--- config.mk ---
export PLATFORM = sky130hd
export DESIGN_NAME = spi9_panel_regs
export DESIGN_NICKNAME = d
export VERILOG_FILES = /design/src/rtl/spi9_pkg.sv /design/src/rtl/spi9_sync.sv /design/src/rtl/spi9_shifter.sv /design/src/rtl/spi9_decoder.sv /design/src/rtl/spi9_panel_regs.sv
export SDC_FILE = /design/constraint.sdc
export NUM_CORES = 1
export LEC_CHECK = 0
export BUFFER_PORTS_ARGS = -buffer_cell sky130_fd_sc_hd__buf_2
export CAP_MARGIN = 25
export CELL_PAD_IN_SITES_DETAIL_PLACEMENT = 1
export CELL_PAD_IN_SITES_GLOBAL_PLACEMENT = 1
export CORE_AREA = 2 2 386 388
export DETAILED_ROUTE_END_ITERATION = 8
export DIE_AREA = 0 0 388 390
export GPL_ROUTABILITY_DRIVEN = 0
export HOLD_SLACK_MARGIN = 0.08
export PLACE_DENSITY_LB_ADDON = 0.05
export SYNTH_ARGS = -nofsm -noshare
export SYNTH_HDL_FRONTEND = slang
export SYNTH_SLANG_ARGS = --single-unit
--- constraint.sdc ---
create_clock -name clk_i -period 3.1 [get_ports clk_i]
set_clock_uncertainty 0.15 [all_clocks]
set_input_delay 0.62 -clock clk_i [delete_from_list [all_inputs] [get_ports clk_i]]
set_output_delay 0.62 -clock clk_i [all_outputs]
set_load 0.05 [all_outputs]
--- src/rtl/spi9_pkg.sv ---
package spi9_pkg;
    localparam int WORD_W = 9;
    typedef logic [WORD_W-1:0] word_t;

    localparam logic [7:0] OP_SLEEP_ENTER = 8'h10;
    localparam logic [7:0] OP_SLEEP_LEAVE = 8'h11;
    localparam logic [7:0] OP_DISP_OFF    = 8'h28;
    localparam logic [7:0] OP_DISP_ON     = 8'h29;

    // one bit per register offset from the window base: set = two data bytes
    localparam logic [63:0] WIDE_DEFAULT = 64'h1000_001D_00F8_0100;
endpackage

--- src/rtl/spi9_sync.sv ---
module spi9_sync #(
    parameter int          N_SIG   = 3,
    parameter int          STAGES  = 2,
    parameter logic [N_SIG-1:0] IDLE_VAL = '0
) (
    input  logic             clk_i,
    input  logic             rst_ni,
    input  logic [N_SIG-1:0] async_i,
    output logic [N_SIG-1:0] sync_o
);
    logic [STAGES-1:0][N_SIG-1:0] chain_d, chain_q;

    always_comb begin
        chain_d[0] = async_i;
        for (int s = 1; s < STAGES; s++) begin
            chain_d[s] = chain_q[s-1];
        end
    end

    always_ff @(posedge clk_i or negedge rst_ni) begin
        if (!rst_ni) begin
            for (int s = 0; s < STAGES; s++) begin
                chain_q[s] <= IDLE_VAL;
            end
        end else begin
            chain_q <= chain_d;
        end
    end

    assign sync_o = chain_q[STAGES-1];
endmodule

--- src/rtl/spi9_shifter.sv ---
module spi9_shifter
    import spi9_pkg::*;
(
    input  logic  clk_i,
    input  logic  rst_ni,
    input  logic  sclk_s_i,
    input  logic  mosi_s_i,
    input  logic  csn_s_i,
    output logic  word_vld_o,
    output word_t word_o,
    output logic  frame_err_o
);
    localparam int CNT_W = $clog2(WORD_W + 1);

    typedef struct packed {
        logic                sclk_prev;
        logic [CNT_W-1:0]    cnt;
        logic [WORD_W-2:0]   sh;
        word_t               word;
        logic                vld;
        logic                ferr;
    } shf_t;

    shf_t st_d, st_q;
    logic rise;

    assign rise = sclk_s_i & ~st_q.sclk_prev;

    always_comb begin
        st_d           = st_q;
        st_d.sclk_prev = sclk_s_i;
        st_d.vld       = 1'b0;
        if (csn_s_i) begin
            if (st_q.cnt != '0) begin
                st_d.ferr = 1'b1;
            end
            st_d.cnt = '0;
        end else if (rise) begin
            if (st_q.cnt == CNT_W'(WORD_W - 1)) begin
                st_d.word = {st_q.sh, mosi_s_i};
                st_d.vld  = 1'b1;
                st_d.cnt  = '0;
            end else begin
                st_d.sh  = {st_q.sh[WORD_W-3:0], mosi_s_i};
                st_d.cnt = st_q.cnt + 1'b1;
            end
        end
    end

    always_ff @(posedge clk_i or negedge rst_ni) begin
        if (!rst_ni) begin
            st_q           <= '0;
            st_q.sclk_prev <= 1'b1;
        end else begin
            st_q <= st_d;
        end
    end

    assign word_vld_o  = st_q.vld;
    assign word_o      = st_q.word;
    assign frame_err_o = st_q.ferr;
endmodule

--- src/rtl/spi9_decoder.sv ---
module spi9_decoder
    import spi9_pkg::*;
#(
    parameter int          REG_LO    = 8'hB0,
    parameter int          REG_HI    = 8'hED,
    parameter logic [63:0] WIDE_MASK = WIDE_DEFAULT,
    localparam int         NUM_REGS  = REG_HI - REG_LO + 1,
    localparam int         IDX_W     = $clog2(NUM_REGS)
) (
    input  logic                    clk_i,
    input  logic                    rst_ni,
    input  logic                    word_vld_i,
    input  word_t                   word_i,
    input  logic                    desel_i,
    output logic [NUM_REGS*16-1:0]  regs_o,
    output logic                    sleep_o,
    output logic                    disp_on_o
);
    typedef struct packed {
        logic [NUM_REGS-1:0][15:0] regs;
        logic [IDX_W-1:0]          sel;
        logic                      sel_ok;
        logic [1:0]                nbytes;
        logic                      sleep;
        logic                      disp;
    } dec_t;

    dec_t st_d, st_q;
    logic [7:0] code;
    logic       in_window;
    logic       wide;

    assign code      = word_i[7:0];
    assign in_window = (int'(code) >= REG_LO) && (int'(code) <= REG_HI);
    assign wide      = WIDE_MASK[st_q.sel];

    always_comb begin
        st_d = st_q;
        if (word_vld_i) begin
            if (!word_i[8]) begin
                unique case (code)
                    OP_SLEEP_ENTER: st_d.sleep = 1'b1;
                    OP_SLEEP_LEAVE: st_d.sleep = 1'b0;
                    OP_DISP_ON:     st_d.disp  = 1'b1;
                    OP_DISP_OFF:    st_d.disp  = 1'b0;
                    default: ;
                endcase
                st_d.sel_ok = in_window;
                st_d.sel    = IDX_W'(int'(code) - REG_LO);
                st_d.nbytes = '0;
            end else if (st_q.sel_ok) begin
                if (wide && st_q.nbytes == 2'd0) begin
                    st_d.regs[st_q.sel][15:8] = code;
                end else if (wide && st_q.nbytes == 2'd1) begin
                    st_d.regs[st_q.sel][7:0] = code;
                end else if (!wide && st_q.nbytes == 2'd0) begin
                    st_d.regs[st_q.sel][7:0] = code;
                end
                if (st_q.nbytes != 2'd3) begin
                    st_d.nbytes = st_q.nbytes + 1'b1;
                end
            end
        end
        if (desel_i) begin
            st_d.sel_ok = 1'b0;
        end
    end

    always_ff @(posedge clk_i or negedge rst_ni) begin
        if (!rst_ni) begin
            st_q       <= '0;
            st_q.sleep <= 1'b1;
        end else begin
            st_q <= st_d;
        end
    end

    assign regs_o    = st_q.regs;
    assign sleep_o   = st_q.sleep;
    assign disp_on_o = st_q.disp;
endmodule

--- src/rtl/spi9_panel_regs.sv ---
module spi9_panel_regs
    import spi9_pkg::*;
#(
    parameter int          REG_LO      = 8'hB0,
    parameter int          REG_HI      = 8'hED,
    parameter int          SYNC_STAGES = 2,
    parameter logic [63:0] WIDE_MASK   = WIDE_DEFAULT,
    localparam int         NUM_REGS    = REG_HI - REG_LO + 1
) (
    input  logic                   clk_i,
    input  logic                   rst_ni,
    input  logic                   spi_sclk_i,
    input  logic                   spi_mosi_i,
    input  logic                   spi_csn_i,
    output logic [NUM_REGS*16-1:0] regs_o,
    output logic                   sleep_o,
    output logic                   disp_on_o,
    output logic                   frame_err_o
);
    logic [2:0] pins_s;
    logic       word_vld;
    word_t      word;

    // pin order: {select, data, clock}; idle values select=1, clock=1
    spi9_sync #(
        .N_SIG   (3),
        .STAGES  (SYNC_STAGES),
        .IDLE_VAL(3'b101)
    ) u_sync (
        .clk_i  (clk_i),
        .rst_ni (rst_ni),
        .async_i({spi_csn_i, spi_mosi_i, spi_sclk_i}),
        .sync_o (pins_s)
    );

    spi9_shifter u_shf (
        .clk_i      (clk_i),
        .rst_ni     (rst_ni),
        .sclk_s_i   (pins_s[0]),
        .mosi_s_i   (pins_s[1]),
        .csn_s_i    (pins_s[2]),
        .word_vld_o (word_vld),
        .word_o     (word),
        .frame_err_o(frame_err_o)
    );

    spi9_decoder #(
        .REG_LO   (REG_LO),
        .REG_HI   (REG_HI),
        .WIDE_MASK(WIDE_MASK)
    ) u_dec (
        .clk_i     (clk_i),
        .rst_ni    (rst_ni),
        .word_vld_i(word_vld),
        .word_i    (word),
        .desel_i   (pins_s[2]),
        .regs_o    (regs_o),
        .sleep_o   (sleep_o),
        .disp_on_o (disp_on_o)
    );
endmodule

# [Word-level counts from Yosys, hierarchy flattened]
# Memories as Yosys holds them, arrays and structs flattened.
# Index checks and enable logic that the tools add are counted.
[totals] inputBits=5 n_memories=1 rom_bits=64 regBits=1033 elab_cells=145
[classes] bitwise=5 n_eq_ne=10 n_reduce_logical=22 addsub=3 n_lt_le_gt_ge=4 muxes=25
[memory_table] name="(name not given)" words=64 width=1 read_ports=1 rd_ports_with_merged_regs=0 write_ports=0 line="spi9_decoder.sv:35" text="assign wide = WIDE_MASK[st_q.sel];"
[ops] cell="two-way mux 992 bit" n=3
[ops] cell="bitwise mux 992 bit" n=2
[ops] cell="demux 16 bit (select 6 bit)" n=2
[ops] cell="two-way mux 22 bit" n=1
[ops] cell="== test 8 x 5 -> 1 bit (second input constant)" n=2
[ops] cell="== test 8 x 6 -> 1 bit (second input constant)" n=2
[ops] cell="two-way mux 16 bit" n=1
[ops] cell="two-way mux 8 bit" n=2
[ops] cell="AND reduction 3 bit" n=5
[ops] cell="two-way mux 10 bit" n=1
[ops] cell=">= comparator 8 bit (second input constant)" n=1
[ops] cell="less-or-equal comparator 8 bit (second input constant)" n=1
[ops] cell="two-way mux 2 bit" n=4
[ops] cell="two-way mux 4 bit" n=2
[ops] cell="nonzero test 2 bit" n=4
[ops] cell="less-than comparator 6 x 7 -> 1 bit (second input constant)" n=1
[ops] cell=">= comparator 6 x 1 -> 1 bit (second input constant)" n=1
[ops] cell="AND reduction 2 bit" n=3
[ops] cell="subtractor 6 bit (second input constant)" n=1
[ops] cell="logical AND 1 bit" n=5
[ops] cell="two-way mux 5 bit" n=1
[ops] cell="adder 4 x 1 -> 4 bit (second input constant)" n=1
[ops] cell="== test 4 bit (second input constant)" n=1
[ops] cell="two-way mux 1 bit" n=4
[ops] cell="12 further kinds" n=18

# [Logic depth before layout (Yosys ltp)]
# Gate-level depths: netlist (run 1).
[depth] ltp_word=8 mapped_depth=8 mapped_depth_nobuf=7

# [Hierarchy]
# Synthesis (run 1) repeated with hierarchy kept, for this count alone.
[hier_totals] cells_unflattened=3339 hier_area_um2=43618.1
[by_module_without_submodules] module="spi9_decoder" area_each_um2=42395.7 cells_per_inst=3260 n_inst=1
[by_module_without_submodules] module="spi9_shifter" area_each_um2=1067.3 cells_per_inst=73 n_inst=1
[by_module_without_submodules] module="spi9_sync" area_each_um2=155.1 cells_per_inst=6 n_inst=1

# [Worst setup path before layout (run 1)]
# OpenSTA, ideal clock, no wires.
[synth_timing] path_kind="register to register" from="register u_dec.st_q[6] (netlist bit)" to="register u_dec.st_q, in the netlist u_dec.regs_o[0]" arrival_time_ns=2.382 setup_ns=0.125 synth_period_minus_slack_ns=2.657 path_slack_ns=0.443 path_stages_with_launch=8 required_ns=2.825 path_cell_list="dfrtp_1 buf_6 or4b_2 o221ai_4 a21oi_4 buf_12 nor3_4 mux2_4"
[synth_via] elab_chain_cells=8
[synth_rtl] item="start, declared" line="spi9_decoder.sv:28" text="dec_t st_d, st_q;"
[synth_rtl] item="start signal, assigned" line="spi9_decoder.sv:74" text="st_q <= st_d;"
[synth_rtl] item="less-than comparator 6 x 7 -> 1 bit (implied by the code) / >= comparator 6 x 1 -> 1 bit (equally long branches)" line="spi9_decoder.sv:55, spi9_decoder.sv:57"
[synth_rtl] item="logical AND 1 bit (implied by the code)" line="spi9_decoder.sv:55, spi9_decoder.sv:57"
[synth_rtl] item="two-way mux 8 bit (implied by the code)" line="spi9_decoder.sv:55, spi9_decoder.sv:57"
[synth_rtl] item="demux 16 bit (select 6 bit)"
[synth_rtl] item="bitwise mux 992 bit" line="spi9_decoder.sv:55, spi9_decoder.sv:57"
[synth_rtl] item="two-way mux 992 bit" line="spi9_decoder.sv:56" text="end else if (!wide && st_q.nbytes == 2'd0) begin"
[synth_rtl] item="two-way mux 992 bit" line="spi9_decoder.sv:54" text="end else if (wide && st_q.nbytes == 2'd1) begin"
[synth_rtl] item="two-way mux 992 bit" line="spi9_decoder.sv:52" text="if (wide && st_q.nbytes == 2'd0) begin"
# Parallel ways exist; a longest one is shown, timed or not. The select of a mux whose other input is x is not followed.
# A chain may end at the register's enable or synchronous reset.

# [Final worst setup path (run 1)]
[layout_timing] from="register u_dec.st_q[8] (netlist bit)" to="register u_dec.st_q, in the netlist u_dec.regs_o[560]"
# The elaborated chain is that of the path after synthesis.

==> run summary, run 1 <==
The run finished with clean final reports. The dominant synthesized flop cell was sky130_fd_sc_hd__dfrtp_1. The total global-route track usage is 17.13%, and the per-cell routed wire length is 25.55 um. The logs give 23655 for the number of global-route vias before repair and 26.38 nW for the static leakage. In this run the power spent charging and discharging nets is 6.506 mW. The run gives 94 as the pin count of the biggest net entering global routing. TritonCTS built the clock tree.

The number of input and output port buffers inserted was 999; the floorplan die area was 151300 um2. The tools report the insertion delay to the later sink of the worst-skew pair as 0.73 ns. Once placement completed, the tool counted placed cells totaling 4877. The slowest stage of the critical path belongs to the cell sky130_fd_sc_hd__mux2i_2. For this run, the number of Yosys warnings is 0.

Summed over all layers, the global routing overflow is 0. For this design the ratio of total power to cell area is 621.2 nW/um2. Buffers plus inverters on the worst setup path: 1.

Summing the sequential cell areas from Yosys gives 59.06% of the chip area. The synthesized netlist contains 55 unique library cells. After clock tree synthesis, the clock-pin slew on the worst setup and hold paths is 0.05 ns. Walking the worst path, the cells encountered are or4b_1 -> o221ai_4 -> mux2i_2 -> nor3_4 -> buf_4 -> mux2_2. The number of setup violations in the final report came out at 0. The endpoint class of the critical path is a flip-flop. In the final timing run, aggregate negative setup slack is 0 ns.

The cell sitting at the root of the clock tree is a sky130_fd_sc_hd__clkbuf_16. The I/O pin count came out at 1000. In this run the number of H-tree levels came out at 4. STA puts the critical path data required time at 3.56 ns. The number of hold violations in the final report was 0.

The mapped netlist covers 43780 um2. For this run, the post-layout net count is 3098. Max-cap violations in this run came to 0. The relative contribution of sequential cells to total power came out at 46.2%.

The final critical-path required period is 2.945 ns, and the initial core utilization is 29.76%. Measured in cells, the most critical reg-to-reg path has a length of 6. The synthesized design contains 1033 register bits.

The routed design has 130600 um of wire. Measured on the finished design, the core utilization comes to 32.16%. Prior to clock tree synthesis, the placed netlist has a worst setup slack of 0.07784 ns. Timing would allow up to 0.3395 GHz. Row generation in the floorplan step produced 141 rows. The finished layout holds 5112 standard cells, fillers aside. The floorplan step set the die height to 390 um. The worst setup path is launched from a flip-flop. The detailed-routing iteration count for the pre-antenna-repair pass came out at 4. The share of total power dissipated in combinational logic is 1.3%.

Sorting the synthesized cells by area gives the leading types as sky130_fd_sc_hd__dfrtp_1, sky130_fd_sc_hd__buf_4, sky130_fd_sc_hd__mux2_2. Of the post-synthesis cell area, the dominant cell type holds 58.70%. The die is 388 um wide. After layout, the worst setup slack is 0.1546 ns.

Data on the critical path arrives at its endpoint at 3.40 ns. The average instance in the mapped netlist occupies 13.11 um2. The max-slew headroom at the worst pin is 41.50%, and the total via count in the routed design is 20901. The worst path uses 95.01% of the clock period.

Synthesis produced a netlist whose cell count is 3340. For the pin with the worst max-slew slack, the measured transition is 0.8605 ns. The count of unresolved DRC violations after routing was 0. The critical path in this run is classified as reg2reg. When the netlist entered floorplanning its net count stood at 3353. Counting every sink on the clock net gives 1033. The post-cts gate resize count is 0, and the total core area is 147100 um2. From synthesis to final layout, the design area changed by 8.088%.

The synthesized design contains 0 enable-type register cells. Detailed-route vias per instance: 4.089. The largest stage delay on the critical path is 0.77 ns, and the number of antenna violations at the first check in global routing is 5. In the final layout, the share of cells above drive strength 1 is 61.54%.

The logs give 29.40 mW for the total power after layout and 0 for the number of nets still failing antenna checks after routing. Net switching is 22.13% of the power. Counting instances, the worst hold path has a depth of 0. Counting buffers and inverters, the worst setup path is 6 cells deep. Across the VDD grid, the largest voltage drop is 0.3848 mV. Among cell families on the critical path, the largest total delay comes from multiplexers. After legalization and detailed placement, the total HPWL measured 94900 um. The run gives 742 as the count of routing violations after the opening detailed-route iteration.

The logs give 186300 um for the wire length of the first global-routing pass and 0 for the total count of max-transition violations in the final report. The worst min-delay path category is reg2reg. Along the worst path, the maximum fanout reaches 13. The tools report the number of buffers added by the clock tree synthesis step as 130. For this run, asynchronously set or reset flops after synthesis account for 100.0%. The internal power of the cells totals 22.89 mW. In this run, the clock network consumes 52.5% of the power.

Setup repair after global routing left no endpoint under its margin. In this run the deepest clock path goes through 3 buffers. The largest area contributor in the synthesized netlist is sky130_fd_sc_hd__dfrtp_1.
cells by family after synthesis:
logic type | after synthesis | synth area share [%]
mux | 593 | 15.39
compound gates | 36 | 0.6802
xor+xnor | 1 | 0.02001
fa+ha+maj | 8 | 0.2286
flops | 1033 | 59.06
buf+inv | 1509 | 21.57
simple gates | 160 | 3.055
sequential cells by signal, indices dropped and copies added (netlist names):
register / flops
u_dec.regs_o: 992
u_dec.st_q: 9
u_dec.disp_on_o: 1
u_shf.word_o: 9
u_shf.frame_err_o: 1
u_dec.sleep_o: 1
u_shf.word_vld_o: 1
u_shf.st_q: 13
u_sync.chain_d: 3
u_sync.sync_o: 3
layer usage:
metal  vias to the layer above  share of wire [%]  GRT usage (%)
met4                         0                3.8          6.473
met5                         -                  0              0
met3                       201                8.6          6.620
met2                       752                 48          27.82
li1                       9070                  -              -
met1                     10878                 40          20.49
repair_timing:
| item | 4_1_cts | 5_1_grt |
|---|---|---|
| hold buffers | 4 | 0 |
| setup endpoints to repair | 0 | 11 |
| setup buffers | 0 | 2 |
| endpoints found under the hold margin | 29 | 0 |
worst register-to-register path, stage by stage, from the launching register on:
cell                       delay (ns)
sky130_fd_sc_hd__dfrtp_1         0.54
sky130_fd_sc_hd__or4b_1          0.56
sky130_fd_sc_hd__o221ai_4        0.27
sky130_fd_sc_hd__mux2i_2         0.77
sky130_fd_sc_hd__nor3_4          0.04
sky130_fd_sc_hd__buf_4           0.22
sky130_fd_sc_hd__mux2_2          0.28
power groups by stage:
stage	clock network (mW)	logic (mW)	registers (mW)
after floorplan	0	0.0465	13.8
after global placement	0	0.399	13.8
after detailed placement	0	0.417	13.8
after CTS	16.1	0.424	13.6
after global routing	16.6	0.460	13.6
final	15.4	0.391	13.6
synthesized netlist by cell type (all sizes together) (2+ instances only):
| library cell | count |
|---|---|
| dfrtp | 1027 |
| buf | 1009 |
| mux2 | 589 |
| clkbuf | 490 |
| nor3 | 50 |
| nand2 | 35 |
| nand3 | 15 |
| nor2b | 15 |
| or3 | 12 |
| inv | 10 |
| o21ai | 9 |
| a221o | 8 |
| ha | 8 |
| nand2b | 8 |
| nor2 | 7 |
| a21oi | 6 |
| dfstp | 6 |
| mux2i | 4 |
| nor3b | 3 |
| a21o | 2 |
| and3 | 2 |
| nand3b | 2 |
| nand4bb | 2 |
| o22ai | 2 |
| or4b | 2 |
cell type report:
class | count | area [um2]
inverters | 10 | 37.54
clock inverters | 42 | 715.7
clock buffers | 185 | 3701
repair buffers | 1112 | 6068
fillers | 15470 | 99810
flip-flops and latches | 1033 | 25890
diodes | 2 | 5.005
multi-input cells | 798 | 8492
well taps | 1930 | 2415
cells in the final DEF, fill, tap and decap left out, types with 7 or more instances in the layout:
cell                           n
sky130_fd_sc_hd__dfrtp_1    1019
sky130_fd_sc_hd__bufinv_16    10
sky130_fd_sc_hd__clkbuf_16   131
sky130_fd_sc_hd__nand2b_1      8
sky130_fd_sc_hd__clkbuf_1     32
sky130_fd_sc_hd__nor2_1        7
sky130_fd_sc_hd__mux2_1       12
sky130_fd_sc_hd__inv_1        10
sky130_fd_sc_hd__or3_1        12
sky130_fd_sc_hd__nand3_1      11
sky130_fd_sc_hd__a221o_1       8
sky130_fd_sc_hd__clkbuf_8     22
sky130_fd_sc_hd__nor2b_1      15
sky130_fd_sc_hd__clkinv_2     18
sky130_fd_sc_hd__ha_1          8
sky130_fd_sc_hd__mux2_4       16
sky130_fd_sc_hd__buf_2       998
sky130_fd_sc_hd__nor3_4       34
sky130_fd_sc_hd__nand2_1      35
sky130_fd_sc_hd__o21ai_0       9
sky130_fd_sc_hd__buf_12       16
sky130_fd_sc_hd__nor3_2       15
sky130_fd_sc_hd__buf_4        93
sky130_fd_sc_hd__mux2_2      561
sky130_fd_sc_hd__dfrtp_4       8
final timing paths:
| kind | startpoint | end | slack, ns |
|---|---|---|---|
| worst max-delay path | u_dec.st_q[8] | u_dec.regs_o[560] | 0.15 |
| worst min-delay path | u_sync.chain_d[4] | u_sync.sync_o[1] | 0.20 |
| worst max register to register | u_dec.st_q[8] | u_dec.regs_o[560] | 0.15 |
| worst min register to register | u_sync.chain_d[4] | u_sync.sync_o[1] | 0.20 |
| max in group asynchronous | rst_ni | u_dec.regs_o[245] | 1.44 |
| min in group asynchronous | rst_ni | u_dec.regs_o[942] | 0.32 |
through the flow:
step,area [um2],hold WS [ns]
2_1_floorplan,43780,0.1744
3_3_place_gp,42820,0.1893
3_5_place_dp,42820,0.1872
4_1_cts,47280,0.1995
5_1_grt,47320,0.2054
6_report,47320,0.1964
No activity file was read; power rests on OpenSTA's default activity.
==> inputs of run 2 (changes only) <==
- CORE_AREA: 2 2 386 388 -> 2 2 385 387
- DIE_AREA: 0 0 388 390 -> 0 0 387 389
==> run 2 against run 1 <==
Critical path depth did not move; core utilization about the same; sequential cell count did not move; worst setup slack improved by 0.00065 ns.
==> run summary, run 2 (synthesis results as in run 1) <==
The worst setup path is launched from a flip-flop. The total wirelength of the detailed-routed design is 130900 um, and the clock transition at the registers of the reported paths is 0.06 ns. The filler cells instantiated in the layout total 15460. The pre-antenna-repair detailed-routing pass consisted of 4 iterations. Global routing used 6.091% of the available met3 tracks. In this run the most used layer during global routing was met2. The number of antenna violations at the first check in global routing was 4; the number of global-route vias before repair was 23563. Area added between synthesis and finish: 7.636%. The number of buffers added by the clock tree synthesis step was 119; the final critical-path required period was 2.945 ns. In the layout the commonest cells are sky130_fd_sc_hd__dfrtp_1, sky130_fd_sc_hd__buf_2, sky130_fd_sc_hd__mux2_2. The I/O pin count was 1000.

The run finished with clean final reports. The combinational fraction of design power is 1.5%, and the layout cell share with drive strength beyond 1 is 61.74%. In the routed design, unresolved DRC markers number 0.

The logs give 186600 um for the wire length of the first global-routing pass and 0 for the total count of max-transition violations in the final report. Cells fill 32.14% of the core in the end. The type of the worst setup path was reg2reg. After floorplanning, the core was sized to cover 146600 um2.

The data arrival time of the critical path came out at 3.41 ns. The standard-cell row count was 141. Setup repair after global routing left no endpoint under its margin.

The static leakage came out at 26.25 nW. In this run switching power makes up 22.12% of total power. In this run the clock root is driven by a sky130_fd_sc_hd__clkbuf_16. The run gives 150500 um2 as the floorplan die area. In this run the power spent charging and discharging nets is 6.279 mW. The insertion delay to the later sink of the worst-skew pair came out at 0.73 ns.

The origin of the critical flop-to-flop path is u_dec.st_q[7]. The logic depth of the worst register-to-register path was 6; the maximum buffer depth of the clock tree was 3. For the worst setup path, the data required time is 3.56 ns. Summed over all layers, the global routing overflow is 0.

Dividing total power by cell area gives a power density of 602.4 nW/um2. The per-cell routed wire length is 25.58 um. The placed wire-length estimate after detailed placement is 94710 um, and the upper clock frequency limit is 0.3396 GHz.

The end of the worst register-to-register path is u_dec.regs_o[867]. The net count of the finished layout is 3092. The die height came out at 389 um.

The count of routing violations after the opening detailed-route iteration came out at 627. The detailed-route vias per instance was 4.072; the worst hold margin was 0.2037 ns. The total area of sequential cells is 25890 um2, and the pin slew with the least headroom to its limit is 0.9194 ns.

Leaving out fill and tap cells, the most frequent cell in the layout is sky130_fd_sc_hd__dfrtp_1. The floorplan step set the die width to 387 um. Setup violations remaining at the end of the flow were counted as 0.

In this run the worst path has a maximum fanout of 15. VDD sags by at most 0.3979 mV. The logs give 50.7% for the clock network fraction of design power and 29.05% for the global-route track usage on met2.

STA classifies the critical path endpoint as a flip-flop. For the number of hold violations in the final report, the log shows 0. Worst min-delay path category: reg2reg.

The final cycle utilization of the critical path came out at 94.99%. Met1 track utilization from global routing: 20.18%. The total global-route track usage was 17.25%; the relative contribution of sequential cells to total power was 47.8%.

The worst hold path was traced through 0 stages. Entering global routing, the biggest net connects 111 pins. For this configuration, the core starts out at a cell density of 29.86%. The number of flip-flops in the largest register works out to 992. The multi-input logic area was 8497 um2; the final-layout setup total negative slack was 0 ns. CTS built an H-tree with a depth of 3. TritonCTS built the clock tree. Setup slack on the worst reg-to-reg path comes out at 0.16 ns. The max-slew headroom at the worst pin was 38.71%; the number of sinks handled by clock tree synthesis was 1033.

The detail route stage leaves a number of antenna-violating nets equal to 0. The number of input and output port buffers inserted was 999. The tools report the total via count in the routed design as 20834. In this run the most critical hold path is launched from u_sync.chain_d[4]. Across the run, the number of max-cap violations was 0. The tools report the endpoint of the worst hold-timing path as u_sync.sync_o[1]. The internal power summed over all cells is 22.11 mW.
==> run 2: cell count changes in the layout (fill, tap and decap cells not counted), moves of 5 or more <==
cell                         delta
sky130_fd_sc_hd__clkbuf_16     -12
sky130_fd_sc_hd__clkinvlp_4    +11
sky130_fd_sc_hd__buf_12         +7
sky130_fd_sc_hd__clkinv_2       +6
sky130_fd_sc_hd__clkbuf_1       -5
==> run 2: per-stage QoR <==
step,power (mW),setup WS [ns],area [um2],instances
global placement,14.24,0.04847,42970,4883
detailed placement,14.25,0.05657,42970,4883
finish,28.39,0.1553,47120,5116
global route,29.60,0.003483,47110,5111
CTS,29.02,0.03988,47090,5110
floorplan,13.85,0.4434,43780,3340
==> run 2: layout make-up <==
cell class	instances	share of cell area, %
diodes	5	0.02655
clock buffers	171	7.264
clock inverters	52	1.397
inverters	10	0.07965
multi-input cells	798	18.03
flip-flops and latches	1033	54.93
well taps	1930	5.124
repair buffers	1117	13.14
==> run 2: layer usage <==
metal	vias up	wire length [um]	part of all wire [%]
met5	-	0	0
met4	0	4531	3.5
met3	185	10800	8.3
met2	726	64010	49
met1	10858	51510	39
li1	9065	-	-
==> run 2: power groups by stage <==
stage | clock, mW | sequential, mW | combinational [mW]
6_report | 14.4 | 13.6 | 0.414
5_1_grt | 15.6 | 13.6 | 0.481
3_5_place_dp | 0 | 13.8 | 0.438
4_1_cts | 15.0 | 13.6 | 0.445
3_3_place_gp | 0 | 13.8 | 0.420
2_1_floorplan | 0 | 13.8 | 0.0465
==> run 2: how the worst max path moves through the flow <==
| stage | from | cells past startpoint | end |
|---|---|---|---|
| after global placement | u_shf.word_vld_o | 5 | u_dec.regs_o[755] |
| final | u_dec.st_q[7] | 6 | u_dec.regs_o[867] |
| after CTS | u_shf.word_vld_o | 5 | u_dec.regs_o[757] |
| after detailed placement | u_shf.word_vld_o | 5 | u_dec.regs_o[757] |
| after floorplan | u_dec.st_q[6] | 7 | u_dec.regs_o[0] |
| after global routing | u_dec.st_q[7] | 6 | u_dec.regs_o[769] |
==> run 2: worst max-delay path, cell delays in order, from the launching register on <==
cell	delay, ns
sky130_fd_sc_hd__dfrtp_1	0.56
sky130_fd_sc_hd__or3b_2	0.52
sky130_fd_sc_hd__o211ai_2	0.16
sky130_fd_sc_hd__a21oi_4	0.27
sky130_fd_sc_hd__buf_12	0.24
sky130_fd_sc_hd__nor3_4	0.52
sky130_fd_sc_hd__mux2_2	0.40
==> run 2: timing repair <==
item | 4_1_cts | 5_1_grt
setup endpoints to repair | 0 | 28
setup buffers | 0 | 1
hold buffers | 4 | 0
gates resized for setup | 0 | 1
endpoints found under the hold margin | 146 | 0
==> inputs of run 3 (changes only) <==
- CORE_AREA: 2 2 385 387 -> 2 2 384 386
- DIE_AREA: 0 0 387 389 -> 0 0 386 388
- SYNTH_HIERARCHICAL: default -> 1
==> run 3 against run 2 <==
Core utilization grew 0.29 points; clock power grew 9%; maximum frequency grew 0.38%; routed wire length grew 0.24%; non-clock buffer count shrank 16; critical path type unchanged; largest cell class unchanged; highest routed layer unchanged.
==> run summary, run 3 <==
After detailed routing, the number of vias per cell comes to 4.035. The longest clock path from root to sink contains 3 buffers. For the worst setup path, the data arrival time is 3.39 ns. Counting both buffers and inverters, the worst setup path holds a total of 2. Buffers placed on the I/O ports in this run total 999.

The number of nets handed over by synthesis was 3352. TritonCTS built the clock tree. In this run the critical register-to-register path is launched from u_dec/st_q[9]. The critical path startpoint category is a flip-flop.

Counting flops with an async set or reset pin after synthesis yields a share of 100.0%. Max-slew headroom at the worst pin: 43.91%. On the worst path, the slowest cell contributes a delay of 0.55 ns. Die height: 388 um.

The commonest cells after synthesis are sky130_fd_sc_hd__dfrtp_1, sky130_fd_sc_hd__buf_4, sky130_fd_sc_hd__mux2_2. Floorplan die area: 149800 um2. The count of placed standard cells in the final layout, fillers left out came out at 5081. Yosys instantiated no cell more often than sky130_fd_sc_hd__dfrtp_1. In the final routed layout, each cell accounts on average for 25.81 um. The area growth from synthesis to layout is 7.986%. For hold timing, the worst endpoint is u_sync/sync_o[2]. In this run the count of I/O pins placed on the die edge is 1000. The total power divided by cell area was 630.3 nW/um2; the final-layout setup total negative slack was 0 ns.

The Yosys warning count was 6; the number of setup violations in the final report was 0. The register-to-register path setup slack came out at 0.17 ns. The smallest clock period supported by the final layout is computed as 2.934 ns.

Dividing the synthesized area by the synthesized cell count gives 13.06 um2. After the first detailed-routing iteration, the DRC count stood at 696. The standard-cell row count is 140, and the placed wire-length estimate after detailed placement is 94180 um. CTS built an H-tree with a depth of 3.

For this design, the sink count on the clock tree is 1033. Leaving out fill and tap cells, the most frequent cell in the layout is sky130_fd_sc_hd__dfrtp_1. The final layout contains 3077 nets.

The cell family contributing the most delay on the critical path is compound AO/OA/AOI/OAI gates. The number of antenna violations at the first check in global routing is 5. The final layout contains routed wiring with a total length of 131200 um.

The cell count after placement is 4852, and the total via count in the routed design is 20503. The floorplan step defined a core boundary enclosing 145200 um2. The cell area that synthesis handed to floorplanning was 43620 um2. Total count of max-transition violations in the final report: 0. Counting buffers and inverters, the worst setup path is 7 cells deep. The count of max-cap constraint violations is 0, and the number of global-route vias before repair is 23253.

The die is 386 um wide. Setup repair after global routing left no endpoint under its margin. The run finished with clean final reports.

Of all cell types, the one taking the most synthesized area is sky130_fd_sc_hd__dfrtp_1. In this run, synthesis produced a sequential element count of 1033. The signal on the critical path passes through nor4b_4 -> nor3_1 -> o32a_1 -> buf_12 -> a211oi_4 -> buf_4 -> mux2_2. For the global-route congestion overflow total, the log shows 0. The register area share after synthesis is 59.28%. The cell sitting at the root of the clock tree is a sky130_fd_sc_hd__clkbuf_16. The synthesized design contains 0 enable-type register cells.

The layer flagged by global routing as most heavily used is met2. The total of fill cells in the finished design is 15243. The tools report the initial core utilization as 30.04%. The required time of the critical path is 3.55 ns, and the number of instances in the synthesized netlist is 3339. Sorting the synthesized cells by area gives the leading types as sky130_fd_sc_hd__dfrtp_1, sky130_fd_sc_hd__buf_4, sky130_fd_sc_hd__mux2_2. Summed over all cells, the static leakage comes to 26.34 nW.

After synthesis, the largest area contributor takes up 58.92% of total cell area. The count of unresolved DRC violations after routing was 0; the layout cell share with drive strength beyond 1 was 62.36%. In this run the remaining antenna-violating nets after routing total 0. In the global route stage, met1 resource usage came out at 20.16%. The total global-route track usage came out at 17.39%. The logs give 0.4844 mV for the maximum VDD drop and 0 for the number of hold violations in the final report. After layout, the worst path uses 94.63% of the clock period.

The pin count of the biggest net entering global routing is 96, and the worst hold path cell count is 0. The routing usage on met3 was 5.486%; the pin slew with the least headroom to its limit was 0.8397 ns. In the layout the commonest cells are sky130_fd_sc_hd__dfrtp_1, sky130_fd_sc_hd__buf_2, sky130_fd_sc_hd__mux2_2. The worst setup path is captured at a flip-flop. The run gives 56 as the number of distinct library cells after synthesis. In the global route stage, met2 resource usage came out at 30.69%.

The clock transition at the registers of the reported paths was 0.06 ns. The first detailed-routing pass took 4 iterations. The worst min-delay path category is reg2reg. In this run the worst path has a maximum fanout of 13. The startpoint of the lowest-slack hold path is u_sync/chain_d[5]. The register with the most flip-flops in the layout has 992 of them. Clock latency on the worst-skew pair, taken at its later pin, is 0.71 ns. The dominant synthesized flop cell was sky130_fd_sc_hd__dfrtp_1.

Highest-delay cell along the critical path: sky130_fd_sc_hd__dfrtp_1. The end of the worst register-to-register path is u_dec/regs_o[356]. Type of the worst setup path: reg2reg. The number of antenna diodes in the final layout is 0.

The run gives 120 as the number of buffers added by the clock tree synthesis step. The first global-routing pass estimated 186500 um of wire. The worst register-to-register path has a depth of 7. For this run, the top clock speed supported by timing is 0.3409 GHz.
## run 3: cell types whose count changed in the layout (fill, tap and decap cells not counted), sizes merged, moves of 8 or more
cell / delta
clkbuf: -12
nor2b: -8
buf: -16
mux2: +9
nor2: +31
nor3: -30
a221o: -8
bufinv: +15
## run 3: cell type report
class	count	area, um2	area share (%)
Inverter	11	41.29	0.08766
Timing Repair Buffer	1101	5998	12.73
Clock buffer	159	3400	7.217
Clock inverter	63	1064	2.258
Sequential cell	1033	25890	54.96
Multi-Input combinational cell	797	8313	17.65
Tap cell	1917	2399	5.092
## run 3: timing repair
item                                    4_1_cts  5_1_grt
gates resized for setup                       0        1
buffers inserted                              0        3
endpoints found under the setup margin        0       32
hold buffers                                  4        0
endpoints found under the hold margin        21        0
## run 3: how the worst max path moves through the flow
stage	startpoint	endpoint	slack, ns
2_1_floorplan	u_dec/st_q[2]	u_dec/regs_o[128]	0.45
3_5_place_dp	u_dec/st_q[8]	u_dec/regs_o[343]	0.07
4_1_cts	u_dec/st_q[10]	u_dec/regs_o[343]	0.05
3_3_place_gp	u_dec/st_q[7]	u_dec/regs_o[66]	0.14
6_report	u_dec/st_q[9]	u_dec/regs_o[356]	0.17
5_1_grt	u_dec/st_q[10]	u_dec/regs_o[359]	0.03
## run 3: report_power, final
part | switching (mW) | total (mW) | internal (mW) | leakage (nW)
Sequential | 0.0419 | 13.6 | 13.5 | 14.4
Combinational | 0.301 | 0.404 | 0.103 | 9.78
Clock | 5.99 | 15.7 | 9.71 | 2.18
## run 3: cell families (layout without fill, tap and decap cells)
logic type,after synthesis,after routing,synth area share (%)
XOR/XNOR,1,1,0.02008
multiplexers,599,599,15.52
AO/OA/AOI/OAI,36,36,0.8176
adder cells (fa/ha/maj),8,8,0.2295
flip-flops,1033,1033,59.28
buffers and inverters,1509,1334,21.67
AND/OR/NAND/NOR,153,153,2.455
## run 3: metal layers
layer	part of all wire (%)	vias up
met5	0	-
met4	2.1	0
met3	7.6	130
met2	52	662
met1	38	10770
li1	-	8941
## run 3: stage by stage
stage	total power, mW	setup slack [ns]	hold slack, ns	utilization, %	instance area, um2
final	29.69	0.1665	0.2103	32.44	47100
after global routing	30.91	0.02577	0.2172	32.44	47100
after CTS	30.29	0.05245	0.2117	32.39	47040
after detailed placement	14.25	0.07366	0.1992	29.29	42530
after global placement	14.23	0.1401	0.1933	29.29	42530
after floorplan	13.88	0.4538	0.1744	-	43620
